### src/rtl/hrca_pkg.sv
package hrca_pkg;
    typedef enum logic {
        ST_SHORT = 1'b0,
        ST_LONG  = 1'b1
    } depth_e;
endpackage

### src/rtl/hrca_phase_tog.sv
module hrca_phase_tog (
    input  logic clk,
    input  logic rst,
    output logic phase_true
);
    always_ff @(posedge clk) begin
        if (rst) phase_true <= 1'b1;
        else     phase_true <= ~phase_true;
    end


    phase_toggle_chk: assert property (@(posedge clk) disable iff (rst)
        !$past(rst) |-> (phase_true != $past(phase_true)));
endmodule

### src/rtl/hrca_delay.sv
module hrca_delay #(
    parameter int ENTRY_W = 11,
    parameter int NSTAGE  = 2
) (
    input  logic               clk,
    input  logic               rst,
    input  logic [ENTRY_W-1:0] din,
    output logic [ENTRY_W-1:0] tap1,
    output logic [ENTRY_W-1:0] tap2
);
    logic [ENTRY_W-1:0] stg [NSTAGE];

    for (genvar i = 0; i < NSTAGE; i++) begin : g_stage
        if (i == 0) begin : g_first
            always_ff @(posedge clk) begin
                if (rst) stg[i] <= '0;
                else     stg[i] <= din;
            end
        end else begin : g_next
            always_ff @(posedge clk) begin
                if (rst) stg[i] <= '0;
                else     stg[i] <= stg[i-1];
            end
        end
    end

    assign tap1 = stg[0];
    assign tap2 = stg[NSTAGE-1];
endmodule

### src/rtl/hrca_ctrl.sv
module hrca_ctrl
    import hrca_pkg::*;
(
    input  logic   clk,
    input  logic   rst,
    input  logic   half_rate,
    input  logic   align_act,
    input  logic   comma_in,
    input  logic   phase_true,
    output depth_e state
);
    depth_e nxt;
    logic   land_true;
    logic   slip;

    // slot the incoming comma would reach at the current depth
    assign land_true = (state == ST_LONG) ? phase_true : ~phase_true;
    assign slip      = align_act & comma_in & ~land_true;

    always_comb begin
        nxt = state;
        if (!half_rate) begin
            nxt = ST_SHORT;                 // FORCE_SHORT
        end else begin
            unique case (state)
                ST_SHORT: if (slip) nxt = ST_LONG;   // GROW
                ST_LONG:  if (slip) nxt = ST_SHORT;  // SHRINK
                default:  nxt = ST_SHORT;
            endcase
        end
    end

    always_ff @(posedge clk) begin
        if (rst) state <= ST_SHORT;
        else     state <= nxt;
    end


    idle_hold_chk: assert property (@(posedge clk) disable iff (rst)
        ($past(half_rate) && !$past(align_act)) |-> (state == $past(state)));
endmodule

### src/rtl/hr_comma_align.sv
module hr_comma_align
    import hrca_pkg::*;
#(
    parameter int CHAR_W = 10,
    parameter int MODE_W = 2
) (
    input  logic              clk,
    input  logic              rst,
    input  logic [CHAR_W-1:0] chr_in,
    input  logic              comma_in,
    input  logic [MODE_W-1:0] frm_mode,
    input  logic              half_rate,
    input  logic              frm_en,
    output logic [CHAR_W-1:0] chr_out,
    output logic              comma_out,
    output logic              phase_out
);
    localparam int ENTRY_W = CHAR_W + 1;

    logic               align_act;
    logic               phase_true;
    logic [ENTRY_W-1:0] tap1, tap2;
    depth_e             state;

    assign align_act = (frm_mode != '0) & half_rate & frm_en;

    hrca_phase_tog u_tog (
        .clk        (clk),
        .rst        (rst),
        .phase_true (phase_true)
    );

    hrca_delay #(.ENTRY_W(ENTRY_W), .NSTAGE(2)) u_dly (
        .clk  (clk),
        .rst  (rst),
        .din  ({comma_in, chr_in}),
        .tap1 (tap1),
        .tap2 (tap2)
    );

    hrca_ctrl u_ctrl (
        .clk        (clk),
        .rst        (rst),
        .half_rate  (half_rate),
        .align_act  (align_act),
        .comma_in   (comma_in),
        .phase_true (phase_true),
        .state      (state)
    );

    always_comb begin
        unique case (state)
            ST_SHORT: {comma_out, chr_out} = tap1;
            ST_LONG:  {comma_out, chr_out} = tap2;
            default:  {comma_out, chr_out} = tap1;
        endcase
    end

    assign phase_out = phase_true;


    full_rate_pass_chk: assert property (@(posedge clk) disable iff (rst)
        (!$past(rst) && !$past(half_rate)) |->
        ({comma_out, chr_out} == $past({comma_in, chr_in})));


    comma_true_slot_chk: assert property (@(posedge clk) disable iff (rst)
        ($past(align_act && comma_in) && state == ST_SHORT) |-> phase_out);
endmodule

### config.mk
export PLATFORM = sky130hd
export DESIGN_NAME = hr_comma_align
export DESIGN_NICKNAME = d
export VERILOG_FILES = /design/src/rtl/hrca_pkg.sv /design/src/rtl/hrca_phase_tog.sv /design/src/rtl/hrca_delay.sv /design/src/rtl/hrca_ctrl.sv /design/src/rtl/hr_comma_align.sv
export SDC_FILE = /design/constraint.sdc
export NUM_CORES = 1
export LEC_CHECK = 0
export BUFFER_PORTS_ARGS = -buffer_cell sky130_fd_sc_hd__buf_2
export CORE_MARGIN = 2
export CORE_UTILIZATION = 35
export DETAILED_ROUTE_END_ITERATION = 7
export MAX_ROUTING_LAYER = met4
export PLACE_DENSITY_LB_ADDON = 0.2
export REMOVE_ABC_BUFFERS = 1
export SYNTH_ARGS = -nofsm -noshare
export SYNTH_HDL_FRONTEND = slang
export SYNTH_HIERARCHICAL = 1
export SYNTH_SLANG_ARGS = --single-unit
### constraint.sdc
create_clock -name clk -period 2.5 [get_ports clk]
set_input_delay 0.5 -clock clk [delete_from_list [all_inputs] [get_ports clk]]
set_output_delay 0.5 -clock clk [all_outputs]
set_load 0.005 [all_outputs]
---- After elaboration in Yosys (flattened, before gate mapping) ----
Memory sizes are Yosys's and may differ from the RTL's.
Cells that the tools add are included.
word-level totals
  register bits after elaboration ......... 2
  logic and storage cells ................. 26
  bits of input ports ..................... 17
  memories kept ........................... 1
  ROM bits ................................ 0
  bits in latches ......................... 0
  RAM bits ................................ 22
memories
  memory     depth  bits a word  rd ports  clocked after Yosys merged registers in  write ports  line              text
  u_dly.stg  2      11           2         0                                        2            hrca_delay.sv:11  logic [ENTRY_W-1:0] stg [NSTAGE];
cells by class
  reductions and logical operators ........ 2
  shift operators ......................... 0
  bitwise operators ....................... 10
  order comparisons ....................... 0
  $add $sub $neg .......................... 0
  multiplexer cells ....................... 11
  $mul .................................... 0
  divide/modulo/power cells ............... 0
  equal/unequal tests ..................... 0
operators by type and width
  operator            number
  $mux W11            2
  $pmux W10 S2        1
  $mux W1             6
  $and A1 B1 Y1       4
  $not A1 Y1          4
  $pmux W1 S2         2
  $or A1 B1 Y1        2
  $reduce_bool A2 Y1  1
  $reduce_or A2 Y1    1

---- Depth between registers and ports, before layout ----
  depth in word-level cells ............... 7
  depth in mapped cells ................... 3
  depth with buffers taken out ............ 3

---- Modules after synthesis ----
The synthesis kept the hierarchy.
by module, submodules not included
  module          times used  cells an instance  area each (µm²)
  hrca_delay      1           46                 640.6
  hr_comma_align  1           13                 182.7
  hrca_ctrl       1           5                  50.0
  hrca_phase_tog  1           2                  26.3

---- Least setup slack after synthesis ----
No wires, ideal clock.
  path type ............................... register -> output
  start ................................... reg (tool-made name)
  end ..................................... out chr_out[0]
  path slack .............................. 1184 ps
  stages on the path, launching flop included .. 3
  required time ........................... 2000 ps
  path buffers ............................ 1
  arrival ................................. 816 ps
  cells stage by stage .................... dfxtp_1 -> buf_6 -> mux2_4
RTL lines
  what       line                  text
  to (decl)  hr_comma_align.sv:14  output logic [CHAR_W-1:0] chr_out,

==> results.sh <==
export IMPL_cts_root_buf="clkbuf_4"
export IMPL_ys_seq_area_frac=0.5341
export IMPL_pre_cts_slack_ps=858.4
export IMPL_hold_slack_ps=398.3
export IMPL_die_h_um=54.70
export IMPL_min_from="chr_in[3]"
export IMPL_cts_setup_buffers=0
export IMPL_grt_pass1_vias=444
export IMPL_wl_per_cell_um=9.579
export IMPL_ys_seq_elements=24
export IMPL_worstSkewPairLatency_ps=300
export IMPL_die_x_um=54.70
export IMPL_switchingPower_mw=0.1341
export IMPL_io_pins=29
export IMPL_yosys_area_top_type="dfxtp_1"
export IMPL_fin_skew_ps=1.288
export IMPL_synthTopCellsByArea="dfxtp_1 53%, mux2_4 17%, nor2b_2 15%"
export IMPL_reg2reg_slack_ps=1590
export IMPL_drv_cap=0
export IMPL_clock_sinks=24
export IMPL_rsz0062_at_grt="false"
export IMPL_drcViolationCount=0
export IMPL_slew_viol_final=0
export IMPL_cts_max_level=1
export IMPL_timing_critical_path_to="chr_out[0]"
export IMPL_finalHoldViolCount=0
export IMPL_yosysTopAreaCellShare=0.5341
export IMPL_rows=18
export IMPL_fin_nets=114
export IMPL_setup_violations=0
export IMPL_fin_cells=126
export IMPL_yosysWarnings=6
export IMPL_worstPathMaxFanout=7
export IMPL_cts_tree="built"
export IMPL_grt_first_pass_wirelength_mm=1.904
export IMPL_dp_cells=122
export IMPL_endpoint_kind="output port"
export IMPL_area_growth_pct=20.86
export IMPL_fin_setup_tns_ps=0
export IMPL_grt_max_degree=25
export IMPL_p_total_mw=0.6656
export IMPL_gr_usage_all_layers=0.09485
export IMPL_vias=525
export IMPL_diodes=0
export IMPL_status="completed"
export IMPL_hold_class="input pin to flop"
export IMPL_via_per_inst=4.167
export IMPL_worst_slew_pin_slew_ps=523.6
export IMPL_coreArea_um2=2455
export IMPL_clock_path_buffers=2
export IMPL_start_util=0.3665
export IMPL_dr_pass1_iters=2
export IMPL_pwr_share_seq=0.611
export IMPL_power_density_nw_per_um2=612.1
export IMPL_routed_wl_mm=1.207
export IMPL_grt_antenna_before_repair=0
export IMPL_cts_buffers=3
export IMPL_max_slew_margin_rel=0.6509
export IMPL_sw_frac_of_total=0.2015
export IMPL_clk_pin_slew_ps=120
export IMPL_reg2reg_depth=2
export IMPL_clockPowerShare=0.291
export IMPL_cts_resized=0
export IMPL_vdd_drop_max_uv=312.0
export IMPL_io_buffers=28
export IMPL_power_frac_comb=0.098
export IMPL_postSynthCellCount=66
export IMPL_required_ps=2000
export IMPL_overflow=0
export IMPL_p_leak_nw=0.5031
export IMPL_min_period_over_period=0.7887
export IMPL_netlist_area_um2=899.6
export IMPL_start_kind="flop"
export IMPL_drt_iter0_markers=2
export IMPL_avgSynthCellArea_um2=13.63
export IMPL_min_period_ps=1972
export IMPL_ant_nets=0
export IMPL_drive_gt1_frac=0.6250
export IMPL_intPower_mw=0.5315
export IMPL_synthDistinctLibCells=12
export IMPL_crit_type="flop to output port"
export IMPL_max_freq_ghz=0.5072
export IMPL_place_congestion=0.5986
export IMPL_crit_arrival_ps=1470
export IMPL_fp_dieArea_um2=2992
export IMPL_fin_ws_ps=528.4
export IMPL_hold_buffers=0
worst min-delay path by stage:
stage	to	slack, ps	cells after the start
final	u_dly/stg[0][3]	400	2
after global routing	u_dly/stg[0][3]	380	2
after CTS	u_dly/stg[0][3]	390	2
after detailed placement	u_tog/phase_true	400	1
after global placement	u_tog/phase_true	390	1
after floorplan	u_tog/phase_true	400	1
routing by layer:
| metal | wire length, um | up-vias | GRT usage |
|---|---|---|---|
| li1 | - | 271 | - |
| met1 | 582 | 239 | 0.1371 |
| met2 | 544 | 13 | 0.1111 |
| met3 | 67 | 2 | 0.02459 |
| met4 | 12 | 0 | 0.06250 |
| met5 | 0 | - | - |
power by group through the flow:
stage                     logic, mW  registers [mW]  clock network, mW
after floorplan              0.0341           0.415                  0
after global placement       0.0659           0.415                  0
after detailed placement     0.0666           0.416                  0
after CTS                    0.0672           0.407              0.204
after global routing         0.0727           0.409              0.222
final                        0.0652           0.407              0.194
layout make-up:
class | instances | area (um2)
Fill cell | 230 | 1368
Sequential cell | 24 | 480.5
Multi-Input combinational cell | 39 | 385.4
Timing Repair Buffer | 29 | 147.6
Tap cell | 30 | 37.54
Clock buffer | 4 | 36.28
per-stage QoR:
step	area, um2	util
after floorplan	865.8	-
after global placement	1051	0.4281
after detailed placement	1051	0.4281
after CTS	1087	0.4429
after global routing	1087	0.4429
final	1087	0.4429
cell usage in the layout (no fill, tap or decap):
cell	n
mux2_2	1
dfxtp_1	24
and2b_1	2
nand2b_1	2
a21oi_2	1
a21bo_1	1
buf_2	28
nand3_1	1
clkbuf_4	3
nor2b_1	5
nor2b_2	15
clkbuf_8	1
o211a_1	1
mux2_4	10
buf_4	1
state kept, by name, indices dropped and copies added, names as in the netlist, named ones only:
signal	cells
u_tog/phase_true	1
u_dly/stg	22
cells in the mapped netlist:
library cell,count
a21bo_1,1
a21oi_2,1
and2b_1,2
buf_6,3
dfxtp_1,24
mux2_2,1
mux2_4,10
nand2b_1,2
nand3_1,1
nor2b_1,5
nor2b_2,15
o211a_1,1
cells by family after synthesis:
family,count (synthesis),share of synthesized area
flops,24,0.5341
mux,11,0.1794
simple gates,25,0.2170
compound gates,3,0.03199
buf+inv,3,0.03755
critical path, stage by stage, from the launching register on:
cell	delay (ps)
dfxtp_1	490
buf_4	250
mux2_4	310
buf_2	120
No activity file was read; power rests on OpenSTA's default activity.
